## src/rtl/dctl_pkg.sv

```systemverilog
package dctl_pkg;
  localparam int INT_W    = 8;
  localparam int IB_DONE  = 0;
  localparam int IB_TE    = 1;
  localparam int IB_UFLOW = 2;
  localparam int IB_UPD   = 4;
  localparam int IB_VSYNC = 5;
  localparam int CB_RUN   = 0;
  localparam int CB_STOP  = 1;
  localparam int CB_UPD   = 2;

  typedef enum logic [1:0] {
    RA_CTRL   = 2'd0,
    RA_PEND   = 2'd1,
    RA_INTEN  = 2'd2,
    RA_INTCLR = 2'd3
  } reg_addr_e;

  typedef struct packed {
    logic run;
    logic stop;
    logic upd;
  } ctl_req_t;
endpackage

```

## src/rtl/dctl_wr_decode.sv

```systemverilog
module dctl_wr_decode
  import dctl_pkg::*;
#(
  parameter int CFG_W  = 32,
  parameter int DATA_W = 32,
  parameter int ADDR_W = 2
) (
  input  logic              clk,
  input  logic              rst_n,
  input  logic              wr_en,
  input  logic [ADDR_W-1:0] wr_addr,
  input  logic [DATA_W-1:0] wr_data,
  output ctl_req_t          req,
  output logic [CFG_W-1:0]  pend_cfg,
  output logic [INT_W-1:0]  int_en,
  output logic [INT_W-1:0]  int_clr
);
  localparam logic [ADDR_W-1:0] A_CTRL   = ADDR_W'(RA_CTRL);
  localparam logic [ADDR_W-1:0] A_PEND   = ADDR_W'(RA_PEND);
  localparam logic [ADDR_W-1:0] A_INTEN  = ADDR_W'(RA_INTEN);
  localparam logic [ADDR_W-1:0] A_INTCLR = ADDR_W'(RA_INTCLR);

  logic             sel_ctrl, sel_pend, sel_inten, sel_intclr;
  logic [CFG_W-1:0] pend_q, pend_d;
  logic [INT_W-1:0] en_q, en_d;

  always_comb begin
    sel_ctrl   = wr_en && (wr_addr == A_CTRL);
    sel_pend   = wr_en && (wr_addr == A_PEND);
    sel_inten  = wr_en && (wr_addr == A_INTEN);
    sel_intclr = wr_en && (wr_addr == A_INTCLR);
    req.run    = sel_ctrl && wr_data[CB_RUN];
    req.stop   = sel_ctrl && wr_data[CB_STOP];
    req.upd    = sel_ctrl && wr_data[CB_UPD];
    int_clr    = sel_intclr ? wr_data[INT_W-1:0] : '0;
    pend_d     = sel_pend  ? wr_data[CFG_W-1:0] : pend_q;
    en_d       = sel_inten ? wr_data[INT_W-1:0] : en_q;
  end

  always_ff @(posedge clk or negedge rst_n) begin
    if (!rst_n) begin
      pend_q <= '0;
      en_q   <= '0;
    end else begin
      if (sel_pend)  pend_q <= pend_d;
      if (sel_inten) en_q   <= en_d;
    end
  end

  assign pend_cfg = pend_q;
  assign int_en   = en_q;
endmodule

```

## src/rtl/dctl_seq.sv

```systemverilog
module dctl_seq
  import dctl_pkg::*;
#(
  parameter int CFG_W = 32
) (
  input  logic             clk,
  input  logic             rst_n,
  input  logic             cmd_mode,
  input  ctl_req_t         req,
  input  logic [CFG_W-1:0] pend_cfg,
  input  logic             frame_end,
  output logic             busy,
  output logic [CFG_W-1:0] active_cfg,
  output logic             ev_done,
  output logic             ev_upd,
  output logic             ev_vsync
);
  logic             busy_q, busy_d;
  logic             stop_q, stop_d;
  logic             upd_q, upd_d;
  logic [CFG_W-1:0] act_q, act_d;
  logic             act_ld;

  always_comb begin
    busy_d   = busy_q;
    stop_d   = stop_q;
    upd_d    = upd_q;
    act_d    = act_q;
    act_ld   = 1'b0;
    ev_done  = 1'b0;
    ev_upd   = 1'b0;
    ev_vsync = 1'b0;
    if (cmd_mode) begin
      // single-frame operation: no staging, capture on start only
      stop_d = 1'b0;
      upd_d  = 1'b0;
      if (busy_q) begin
        if (frame_end) begin
          busy_d  = 1'b0;
          ev_done = 1'b1;
        end
      end else if (req.run) begin
        busy_d = 1'b1;
        act_d  = pend_cfg;
        act_ld = 1'b1;
      end
    end else begin
      if (busy_q) begin
        if (req.upd)  upd_d  = 1'b1;
        if (req.stop) stop_d = 1'b1;
        if (frame_end) begin
          ev_vsync = 1'b1;
          upd_d    = req.upd;
          stop_d   = req.stop;
          if (upd_q) begin
            act_d  = pend_cfg;
            act_ld = 1'b1;
            ev_upd = 1'b1;
          end
          if (stop_q) begin
            busy_d  = 1'b0;
            ev_done = 1'b1;
            upd_d   = 1'b0;
            stop_d  = 1'b0;
          end
        end
      end else begin
        upd_d  = 1'b0;
        stop_d = 1'b0;
        if (req.run) begin
          busy_d = 1'b1;
          act_d  = pend_cfg;
          act_ld = 1'b1;
        end
      end
    end
  end

  always_ff @(posedge clk or negedge rst_n) begin
    if (!rst_n) begin
      busy_q <= 1'b0;
      stop_q <= 1'b0;
      upd_q  <= 1'b0;
      act_q  <= '0;
    end else begin
      busy_q <= busy_d;
      stop_q <= stop_d;
      upd_q  <= upd_d;
      if (act_ld) act_q <= act_d;
    end
  end

  assign busy       = busy_q;
  assign active_cfg = act_q;
endmodule

```

## src/rtl/dctl_irq.sv

```systemverilog
module dctl_irq
  import dctl_pkg::*;
(
  input  logic             clk,
  input  logic             rst_n,
  input  logic [INT_W-1:0] ev,
  input  logic [INT_W-1:0] int_clr,
  input  logic [INT_W-1:0] int_en,
  output logic [INT_W-1:0] status,
  output logic             irq
);
  logic [INT_W-1:0] sts_q, sts_d;
  logic             sts_ce;

  always_comb begin
    sts_d  = (sts_q & ~int_clr) | ev;
    sts_ce = (|ev) || (|int_clr);
  end

  always_ff @(posedge clk or negedge rst_n) begin
    if (!rst_n) sts_q <= '0;
    else if (sts_ce) sts_q <= sts_d;
  end

  assign status = sts_q;
  assign irq    = |(sts_q & int_en);
endmodule

```

## src/rtl/dctl_top.sv

```systemverilog
module dctl_top
  import dctl_pkg::*;
#(
  parameter int CFG_W  = 32,
  parameter int DATA_W = 32,
  parameter int ADDR_W = 2
) (
  input  logic              clk,
  input  logic              rst_n,
  input  logic              cmd_mode,
  input  logic              wr_en,
  input  logic [ADDR_W-1:0] wr_addr,
  input  logic [DATA_W-1:0] wr_data,
  input  logic              frame_end,
  input  logic              te_pulse,
  input  logic              underflow,
  output logic [CFG_W-1:0]  active_cfg,
  output logic              busy,
  output logic              irq,
  output logic [7:0]        irq_status
);
  logic [1:0]       rst_sync_q;
  logic             rst_int_n;
  ctl_req_t         req_w;
  logic [CFG_W-1:0] pend_cfg_w;
  logic [INT_W-1:0] int_en_w, int_clr_w, ev_w, sts_w;
  logic             done_w, upd_w, vsync_w;

  // asynchronous assertion, synchronous release
  always_ff @(posedge clk or negedge rst_n) begin
    if (!rst_n) rst_sync_q <= 2'b00;
    else        rst_sync_q <= {rst_sync_q[0], 1'b1};
  end
  assign rst_int_n = rst_sync_q[1];

  dctl_wr_decode #(.CFG_W(CFG_W), .DATA_W(DATA_W), .ADDR_W(ADDR_W)) u_dec (
    .clk(clk), .rst_n(rst_int_n), .wr_en(wr_en), .wr_addr(wr_addr),
    .wr_data(wr_data), .req(req_w), .pend_cfg(pend_cfg_w),
    .int_en(int_en_w), .int_clr(int_clr_w)
  );

  dctl_seq #(.CFG_W(CFG_W)) u_seq (
    .clk(clk), .rst_n(rst_int_n), .cmd_mode(cmd_mode), .req(req_w),
    .pend_cfg(pend_cfg_w), .frame_end(frame_end), .busy(busy),
    .active_cfg(active_cfg), .ev_done(done_w), .ev_upd(upd_w),
    .ev_vsync(vsync_w)
  );

  always_comb begin
    ev_w           = '0;
    ev_w[IB_DONE]  = done_w;
    ev_w[IB_TE]    = te_pulse;
    ev_w[IB_UFLOW] = underflow;
    ev_w[IB_UPD]   = upd_w;
    ev_w[IB_VSYNC] = vsync_w;
  end

  dctl_irq u_irq (
    .clk(clk), .rst_n(rst_int_n), .ev(ev_w), .int_clr(int_clr_w),
    .int_en(int_en_w), .status(sts_w), .irq(irq)
  );

  assign irq_status = sts_w;
endmodule

```

## config.mk

```make
export PLATFORM = sky130hd
export DESIGN_NAME = dctl_top
export DESIGN_NICKNAME = d
export VERILOG_FILES = /design/src/rtl/dctl_pkg.sv /design/src/rtl/dctl_wr_decode.sv /design/src/rtl/dctl_seq.sv /design/src/rtl/dctl_irq.sv /design/src/rtl/dctl_top.sv
export SDC_FILE = /design/constraint.sdc
export NUM_CORES = 1
export LEC_CHECK = 0
export BUFFER_PORTS_ARGS = -buffer_cell sky130_fd_sc_hd__clkbuf_2
export CAP_MARGIN = 20
export CORE_MARGIN = 1.5
export CORE_UTILIZATION = 38
export CTS_CLUSTER_DIAMETER = 200
export DETAILED_ROUTE_END_ITERATION = 10
export PLACE_DENSITY = 0.56
export SYNTH_ARGS = -nofsm -noshare
export SYNTH_HDL_FRONTEND = slang
export SYNTH_SLANG_ARGS = --single-unit
```

## constraint.sdc

```tcl
create_clock -name clk -period 2.8 [get_ports clk]
set_input_delay 0.28 -clock clk [delete_from_list [all_inputs] [get_ports clk]]
set_output_delay 0.28 -clock clk [all_outputs]
set_load 0.02 [all_outputs]
```

==> results of run 1 <==
sequential cells by signal (all words and copies together) (netlist names):
name	cells
u_seq.stop_q	1
u_seq.upd_q	1
u_dec.int_en	8
u_irq.status	8
rst_sync_q	2
u_seq.active_cfg	32
u_seq.busy	1
u_dec.pend_cfg	32
routing by layer:
layer | part of all wire (%) | wire length [um] | global-route usage (%)
met3 | 5.3 | 331 | 3.67
met2 | 43 | 2710 | 19.8
met4 | 1.1 | 72 | 5.69
met1 | 50 | 3160 | 20.6
met5 | 0 | 0 | 0
Yosys cell counts:
cell type  count
nand4_1        2
buf_2          3
nor3b_4        1
and4b_1        1
nor2b_1        1
a21oi_1        2
nand2_1        7
inv_1          1
a22oi_1        4
mux2_2        42
a21o_1         3
nand4b_1       1
dfrtp_1       85
o31ai_1        1
buf_6          3
a31oi_4        1
clkbuf_1       1
nand3b_1       3
o211ai_1       1
mux2_4        30
a21boi_0       4
and3_1         1
a22o_1         1
nand2b_1       2
conb_1         1
critical path: stages (launching register included):
cell and delay (ns):
dfrtp_1 0.44, and4b_1 0.27, a31oi_4 0.20, buf_12 0.28
mux2_2 0.37
final cells by class:
| class | count | area (um2) |
|---|---|---|
| clock inverter | 4 | 50.0 |
| tap | 108 | 135 |
| fill | 794 | 4560 |
| multi-input combinational | 109 | 1190 |
| clock buffer | 11 | 141 |
| inverter | 1 | 3.75 |
| sequential | 85 | 2130 |
| timing repair buffer | 86 | 468 |
logic make-up after synthesis:
logic type	after synthesis
flip-flops	85
other	1
multiplexers	72
AO/OA/AOI/OAI	17
AND/OR/NAND/NOR	19
buffers and inverters	8
worst paths after layout:
check	end	cells past startpoint
max in group asynchronous	u_dec.pend_cfg[0]	1
min in group asynchronous	rst_sync_q[1]	2
min reg2reg	u_dec.int_en[2]	0
min	u_irq.status[2]	2
max reg2reg	u_seq.active_cfg[5]	4
max	u_seq.active_cfg[5]	4
report_power, final:
| group | internal [W] | switching [W] | total, W |
|---|---|---|---|
| logic | 0.000583 | 0.000562 | 0.00115 |
| registers | 0.00158 | 0.000220 | 0.00180 |
| clock network | 0.000431 | 0.000417 | 0.000848 |
| total | 0.00260 | 0.00120 | 0.00380 |
through the flow:
stage                     std cells  utilization [%]  power (W)  setup slack (ns)  hold slack (ns)
after CTS                       404             47.4    0.00385              1.12            0.106
after floorplan                 202                -    0.00259             0.257          -0.0156
final                           404             47.4    0.00380              1.12            0.124
after global placement          388             45.1    0.00297              1.18           0.0653
after detailed placement        388             45.1    0.00299              1.14           0.0670
after global routing            404             47.4    0.00401              1.07            0.115
==> run metrics, run 1 <==
post-synth cell types 25; Max VDD drop 0.274 mV; Final Max Tran Viols 0; placed cell area 3920 um2; most frequent cells in the layout dfrtp_1, clkbuf_2, mux2_2; site row count 34; I/O pin total between 80 and 90; post-CTS sizing 0; global placer's final weighted congestion approximately 0.8; clock skew ~0.013 ns; status finished clean; nets roughly 330; CP endpoint kind flip-flop; power density cells between 900 and 1000 nW/um2; synthesis-to-finish area growth 22.1%; CTS tree done; initial core utilization roughly two fifths; Rel. slew slack 62.2%; Tmin final around 1.7 ns; area leader, netlist dfrtp_1; post-synthesis mux area share 27.4%; root buffer cell clkbuf_8; Total Wirelength about 6.3 mm; Design Area, Final 4120 um2; Die X 97.2 um; largest net degree at the start of global routing between 40 and 50; R2R setup slack 1.12 ns; DR vias/cell around 4.8; CTS buffer count 9; maximum capacitance violations 0; setup TNS 0 ns; largest family of logic cells by synthesized area multiplexers; CP max FO 31; Hold Path Class in -> reg; Hold-fix buffers, CTS 1; layout cells sized above 1 58.8%; Crit. Startpoint u_seq.busy; syn nets roughly 240; Synth Area in Compound Gates a little over 4%; H-Tree Depth 3; Fmax achieved between 0.5 and 0.6 GHz; first-pass GRT wire length about 11 mm; Detail Placement HPWL about 4.2 mm; maximum root-to-sink buffer count 2; postcts setup bufs 0; crit share post-route about three fifths; Synth Area in Simple Gates 3.67%; gr ovfl total 0; ANT nets after route 0; Clock Pin Slew Worst Setup and Hold Paths 0.08 ns; measured slew at the worst slew-check pin approximately 0.57 ns; PortBufs 82; Clk Latency, worst-skew pair around 0.34 ns; RR Startpoint u_seq.busy; mapped cell area around 3400 um2; commonest non-fill, non-tap cell in the layout dfrtp_1; antenna violations before repair 0; Syn Area/Cell roughly 17 um2; sequential-to-total area share from yosys stat 63.1%; die area between 9000 and 10000 um2; routed len/inst ~16 um; core area 8680 um2; CP required about 3.0 ns; vias in the first global route about 2000; final hold vios 0; via count 1938; Synth Area in Adders 0%; final-report setup violation count 0; Pre-antenna DRT Iters 4; min-delay src underflow; Cells after Synth 202; Crit Path Category reg -> reg; Area contributors post-synth dfrtp_1, mux2_2, mux2_4, buf_6, a21boi_0; Yosys warnings 0; #FFs+latches synth 85; Iter 0 DRT Violations 47; CP Launch Type flip-flop; static leakage between 2 and 2.5 nW; share of the synthesized area in the top cell type 63.1%; antenna cells 0; drt drc 0; Sink Count 85; RSZ-0062 raised after global routing no; GRT Total Usage ~14%; die height 97.2 um; Synth Area in XOR/XNOR 0%; Arrival @ worst endpoint around 1.9 ns
Power figures use the tool's default switching activity.
==> run 2, diff against run 1 <==
ABC_AREA = 1   (was default)
clock period = 1.68 ns   (was 2.8 ns; I/O delays follow)
==> run metrics, run 2 <==
clock skew 0.00873 ns (was 0.0126 ns); setup TNS 0 ns (unchanged); antenna violations before repair 0 (unchanged); violated checks design-rule violations; CTS buffer count 9 (unchanged); nets 496 (was 333); H-Tree Depth 3 (unchanged); die height 98.9 um (was 97.2 um); layout cells sized above 1 25.9% (was 58.8%); status finished with violations (was finished clean); Area contributors post-synth dfrtp_1, nand3_1, nand2_1, o21ai_1, inv_1 (was dfrtp_1, mux2_2, mux2_4, buf_6, a21boi_0); Clock Pin Slew Worst Setup and Hold Paths 0.09 ns (was 0.08 ns); first-pass GRT wire length 12.9 mm (was 10.5 mm); vias in the first global route 2653 (was 2010); number of flops mapped to enable cells by yosys 0 (unchanged); Detail Placement HPWL 5.27 mm (was 4.16 mm); CP Launch Type flip-flop (unchanged); measured slew at the worst slew-check pin 0.499 ns (was 0.567 ns); Die X 98.9 um (was 97.2 um); post-synth cell types 25 (unchanged); largest family of logic cells by synthesized area simple AND/OR/NAND/NOR gates (was multiplexers); static leakage 2.28 nW (was 2.05 nW); area leader, netlist dfrtp_1 (unchanged); Arrival @ worst endpoint 1.38 ns (was 1.90 ns); CP max FO 3 (was 31); share of the synthesized area in the top cell type 60.9% (was 63.1%); Yosys warnings 0 (unchanged); fin util 48.4% (was 47.4%); CP endpoint kind output pin (was flip-flop); RSZ-0062 raised after global routing no (unchanged); I/O pin total 83 (unchanged); Async SR Flop Fraction 100% (unchanged); dpl ws 0.245 ns (was 1.14 ns); initial core utilization 39.7% (was 38.9%); syn nets 412 (was 243); largest net degree at the start of global routing 65 (was 44); via count 2711 (was 1938); Cells after Synth 371 (was 202); Tmin final 1.55 ns; core area 8810 um2 (was 8680 um2); site row count 34 (unchanged); Hold-fix buffers, CTS 3 (was 1); drt drc 9 (was 0); maximum capacitance violations 0 (unchanged); gr ovfl total 0 (unchanged); CTS tree done (unchanged); GRT Total Usage 16.6% (was 14.1%); final-report setup violation count 0 (unchanged); #FFs+latches synth 85 (unchanged); post-CTS sizing 0 (unchanged); commonest register cell after synthesis dfrtp_1 (unchanged); ANT nets after route 0 (unchanged); post-synthesis mux area share 0% (was 27.4%); Crit Path Category reg -> out (was reg -> reg); most common cell in the netlist nand2_1 (was dfrtp_1); Final Max Tran Viols 0 (unchanged); power density cells 1570 nW/um2 (was 922 nW/um2); synthesis-to-finish area growth 22.1% (about the same); postcts setup bufs 0 (unchanged); root buffer cell clkbuf_8 (unchanged); Max VDD drop 0.487 mV (was 0.274 mV); Sink Count 85 (unchanged); mapped cell area 3490 um2 (was 3370 um2); Synth Area in Simple Gates 22.5% (was 3.67%); maximum root-to-sink buffer count 2 (unchanged); Fmax achieved around 0.65 GHz; Synth Area in XOR/XNOR 0% (unchanged); Synth Area in Compound Gates 7.99% (was 4.08%); Synth Area in Adders 0% (unchanged); Hold Path Class in -> reg (unchanged); crit share post-route 92.1%; global placer's final weighted congestion 0.756 (was 0.818); Synth top cells by count nand2_1, dfrtp_1, nand3_1 (was dfrtp_1, mux2_2, mux2_4); antenna cells 0 (unchanged); Tot Pwr 0.00670 W (was 0.00380 W); final hold vios 0 (unchanged); Total Wirelength 7.82 mm (was 6.27 mm); Iter 0 DRT Violations 121 (was 47); die area 9770 um2 (was 9450 um2); DR vias/cell 4.77 (was 4.80); most frequent cells in the layout nand2_1, dfrtp_1, clkbuf_2 (was dfrtp_1, clkbuf_2, mux2_2); Rel. slew slack 66.7% (was 62.2%); Final WS setup 0.132 ns (was 1.12 ns); CP required 1.51 ns (was 3.03 ns); Pre-antenna DRT Iters 10 (was 4); Syn Area/Cell 9.41 um2 (was 16.7 um2); routed len/inst 13.8 um (was 15.5 um); sequential-to-total area share from yosys stat 60.9% (was 63.1%); Clk Latency, worst-skew pair 0.34 ns (about the same); commonest non-fill, non-tap cell in the layout nand2_1 (was dfrtp_1); PortBufs 82 (unchanged)
==> run 2: cell types whose count changed in the layout (fill, tap and decap cells not counted), moves of 4 or more <==
cell	before	now
o21ai_1	0	41
mux2_2	42	0
nand2_1	7	89
nand3_1	0	69
o21ai_0	0	5
a22oi_1	4	0
inv_1	1	38
mux2_4	30	0
==> run 2: where the power goes <==
part	switching (W)	leakage, nW	internal (W)
Clock	0.000708	0.116	0.000916
Sequential	0.000390	1.03	0.00263
Combinational	0.00133	1.13	0.000728
==> run 2: area by class of cell <==
cell class | instances | area, um2
tap | 108 | 135
clock buffer | 12 | 155
sequential | 85 | 2130
clock inverter | 4 | 70.1
timing repair buffer | 93 | 551
inverter | 41 | 154
multi-input combinational | 225 | 1070
fill | 859 | 4540
==> run 2: worst max-delay path: stages, from the launching register on <==
cell and delay [ns]:
dfrtp_1 0.41, nand2_1 0.08, nand4_1 0.09, or2_2 0.30, clkbuf_2 0.16
==> run 2: layer usage <==
metal / wire length [um] / GRT usage, %
met5: 0 / 0
met4: 54 / 5.60
met3: 399 / 3.26
met2: 3320 / 24.7
met1: 4050 / 24.4
==> run 2: per-stage QoR <==
step | instance area [um2] | instances | hold slack (ns)
after detailed placement | 4010 | 549 | -0.0436
after global placement | 4010 | 549 | -0.0444
final | 4260 | 568 | 0.0318
after CTS | 4260 | 568 | 0.0182
after floorplan | 3490 | 371 | -0.128
after global routing | 4260 | 568 | 0.0301
==> run 2: cell families after synthesis <==
family | Yosys count
other cells | 1
simple gates | 171
flops | 85
compound gates | 53
buf+inv | 61
==> run 2: path summary, 6_finish.rpt <==
check | start | to | slack (ns) | depth (start not counted)
setup / recovery | u_irq.status[5] | irq | 0.13 | 4
hold / removal | wr_data[26] | u_dec.pend_cfg[26] | 0.03 | 3
setup reg to reg | u_seq.busy | u_seq.active_cfg[3] | 0.25 | 5
hold reg to reg | rst_sync_q[1] | u_seq.active_cfg[30] | 0.26 | 0
max in group asynchronous | rst_sync_q[1] | u_seq.active_cfg[6] | 0.85 | 1
min in group asynchronous | rst_n | rst_sync_q[1] | 0.14 | 2
==> run 3, diff against run 2 <==
REMOVE_ABC_BUFFERS = 1   (was default)
==> run metrics, run 3 (synthesis gave the netlist of run 2 again) <==
Arrival @ worst endpoint 1.39 ns (was 1.38 ns); Hold-fix buffers, CTS 3 (unchanged); Hold Path Class in -> reg (unchanged); Sink Count 85 (unchanged); Pre-antenna DRT Iters 10 (unchanged); placed cell area 3980 um2 (was 4010 um2); Die X 98.9 um (unchanged); CTS tree done (unchanged); Crit Path Category reg -> out (unchanged); status finished with violations (unchanged); ANT nets after route 0 (unchanged); synthesis-to-finish area growth 21.2% (was 22.1%); most frequent cells in the layout nand2_1, dfrtp_1, clkbuf_2 (unchanged); met2 Resource Use GR 25.9% (was 24.7%); Total Wirelength 7.79 mm (was 7.82 mm); CP required 1.51 ns (about the same); first-pass GRT wire length 13.0 mm (was 12.9 mm); Design Area, Final 4230 um2 (was 4260 um2); Fmax achieved 0.643 GHz (was 0.646 GHz); die area 9770 um2 (unchanged); GR peak layer met2 (unchanged); initial core utilization 39.7% (unchanged); CTS buffer count 9 (unchanged); nets 494 (was 496); vias in the first global route 2560 (was 2653); H-Tree Depth 3 (unchanged); clock skew 0.00870 ns (was 0.00873 ns); antenna violations before repair 0 (unchanged); fin util 48.1% (was 48.4%); largest net degree at the start of global routing 65 (unchanged); final hold vios 0 (unchanged); PortBufs 82 (unchanged); Max VDD drop 0.504 mV (was 0.487 mV); post-CTS sizing 0 (unchanged); maximum capacitance violations 0 (unchanged); dpl ws 0.254 ns (was 0.245 ns); worst path cell trace nand2_1 -> nand4_1 -> or2_2 -> clkbuf_2 (unchanged); CP Launch Type flip-flop (unchanged); Crit. Startpoint u_irq.status[7] (was u_irq.status[5]); die height 98.9 um (unchanged); Slowest-stage cell, CP dfrtp_1 (unchanged); CP max FO 3 (unchanged); antenna cells 0 (unchanged); commonest non-fill, non-tap cell in the layout nand2_1 (unchanged); GR Util met1 24.0% (was 24.4%); layout cells sized above 1 25.6% (was 25.9%); Final WS setup 0.124 ns (was 0.132 ns); RR Startpoint u_seq.busy (unchanged); Fillers 886 (was 859); power density cells 1570 nW/um2 (about the same); routed len/inst 13.8 um (about the same); met3 Usage GRT 5.53% (was 3.26%); Clk Latency, worst-skew pair 0.35 ns (was 0.34 ns); Iter 0 DRT Violations 117 (was 121); Detail Placement HPWL 4.99 mm (was 5.27 mm); GRT Total Usage 17.2% (was 16.6%); final-report setup violation count 0 (unchanged); root buffer cell clkbuf_8 (unchanged); Clock Pin Slew Worst Setup and Hold Paths 0.09 ns (about the same); gr ovfl total 0 (unchanged); site row count 34 (unchanged); via count 2777 (was 2711); violated checks design-rule violations (unchanged); I/O pin total 83 (unchanged); CP endpoint kind output pin (unchanged); Final Max Tran Viols 0 (unchanged); min-delay src wr_data[18] (was wr_data[26]); RSZ-0062 raised after global routing no (unchanged); static leakage 2.25 nW (was 2.28 nW); drt drc 8 (was 9); CP max stage delay 0.41 ns (about the same); core area 8810 um2 (unchanged); crit share post-route 92.6% (was 92.1%); postcts setup bufs 0 (unchanged); maximum root-to-sink buffer count 2 (unchanged); Tmin final 1.56 ns (was 1.55 ns); DR vias/cell 4.92 (was 4.77); global placer's final weighted congestion 0.720 (was 0.756)
[run 3: cell count changes in the layout (fill, tap and decap cells not counted)]
cell / before / now
clkbuf_8: 11 / 10
buf_4: 4 / 3
clkinv_2: 2 / 0
inv_6: 0 / 1
clkbuf_1: 1 / 0
clkinvlp_4: 0 / 2
buf_12: 4 / 3
[run 3: where the power goes]
part           switching (W)  leakage (nW)  total, W  internal [W]
clock network       0.000721         0.105   0.00160      0.000875
logic                0.00134          1.12   0.00205      0.000713
registers           0.000363          1.03   0.00299       0.00263
[run 3: layer usage]
layer | vias to the layer above | share of wire [%]
li1 | 1359 | -
met1 | 1321 | 49
met2 | 90 | 44
met3 | 7 | 6.2
met4 | 0 | 0.92
met5 | - | 0
[run 3: path summary, 6_finish.rpt]
| kind | end | slack, ns | depth (start not counted) |
|---|---|---|---|
| max in group asynchronous | u_seq.active_cfg[5] | 0.84 | 1 |
| max reg2reg | u_seq.active_cfg[11] | 0.24 | 5 |
| min in group asynchronous | rst_sync_q[1] | 0.12 | 2 |
| min | u_dec.pend_cfg[18] | 0.03 | 3 |
| min reg2reg | u_seq.active_cfg[29] | 0.24 | 0 |
| max | irq | 0.12 | 4 |
[run 3: per-stage QoR]
stage                     hold WS (ns)  cells  power (W)  TNS (ns)
after floorplan                 -0.128    351    0.00426    -71.61
after global placement         -0.0440    547    0.00506         0
final                           0.0324    565    0.00664         0
after detailed placement       -0.0451    547    0.00511         0
after CTS                      0.00913    565    0.00673         0
after global routing           0.00572    565    0.00708         0
[run 3: cell type report]
type | count | area [um2] | share of cell area, %
clock buffers | 10 | 138 | 3.25
repair buffers | 91 | 523 | 12.4
inverters | 41 | 154 | 3.64
well taps | 108 | 135 | 3.19
clock inverters | 5 | 83.8 | 1.98
flip-flops and latches | 85 | 2130 | 50.3
multi-input cells | 225 | 1070 | 25.2
[run 3: worst max-delay path: cells and delay by family (launching register included)]
family / cells / cell delay (ns)
buf+inv: 1 / 0.16
flops: 1 / 0.41
simple gates: 3 / 0.47
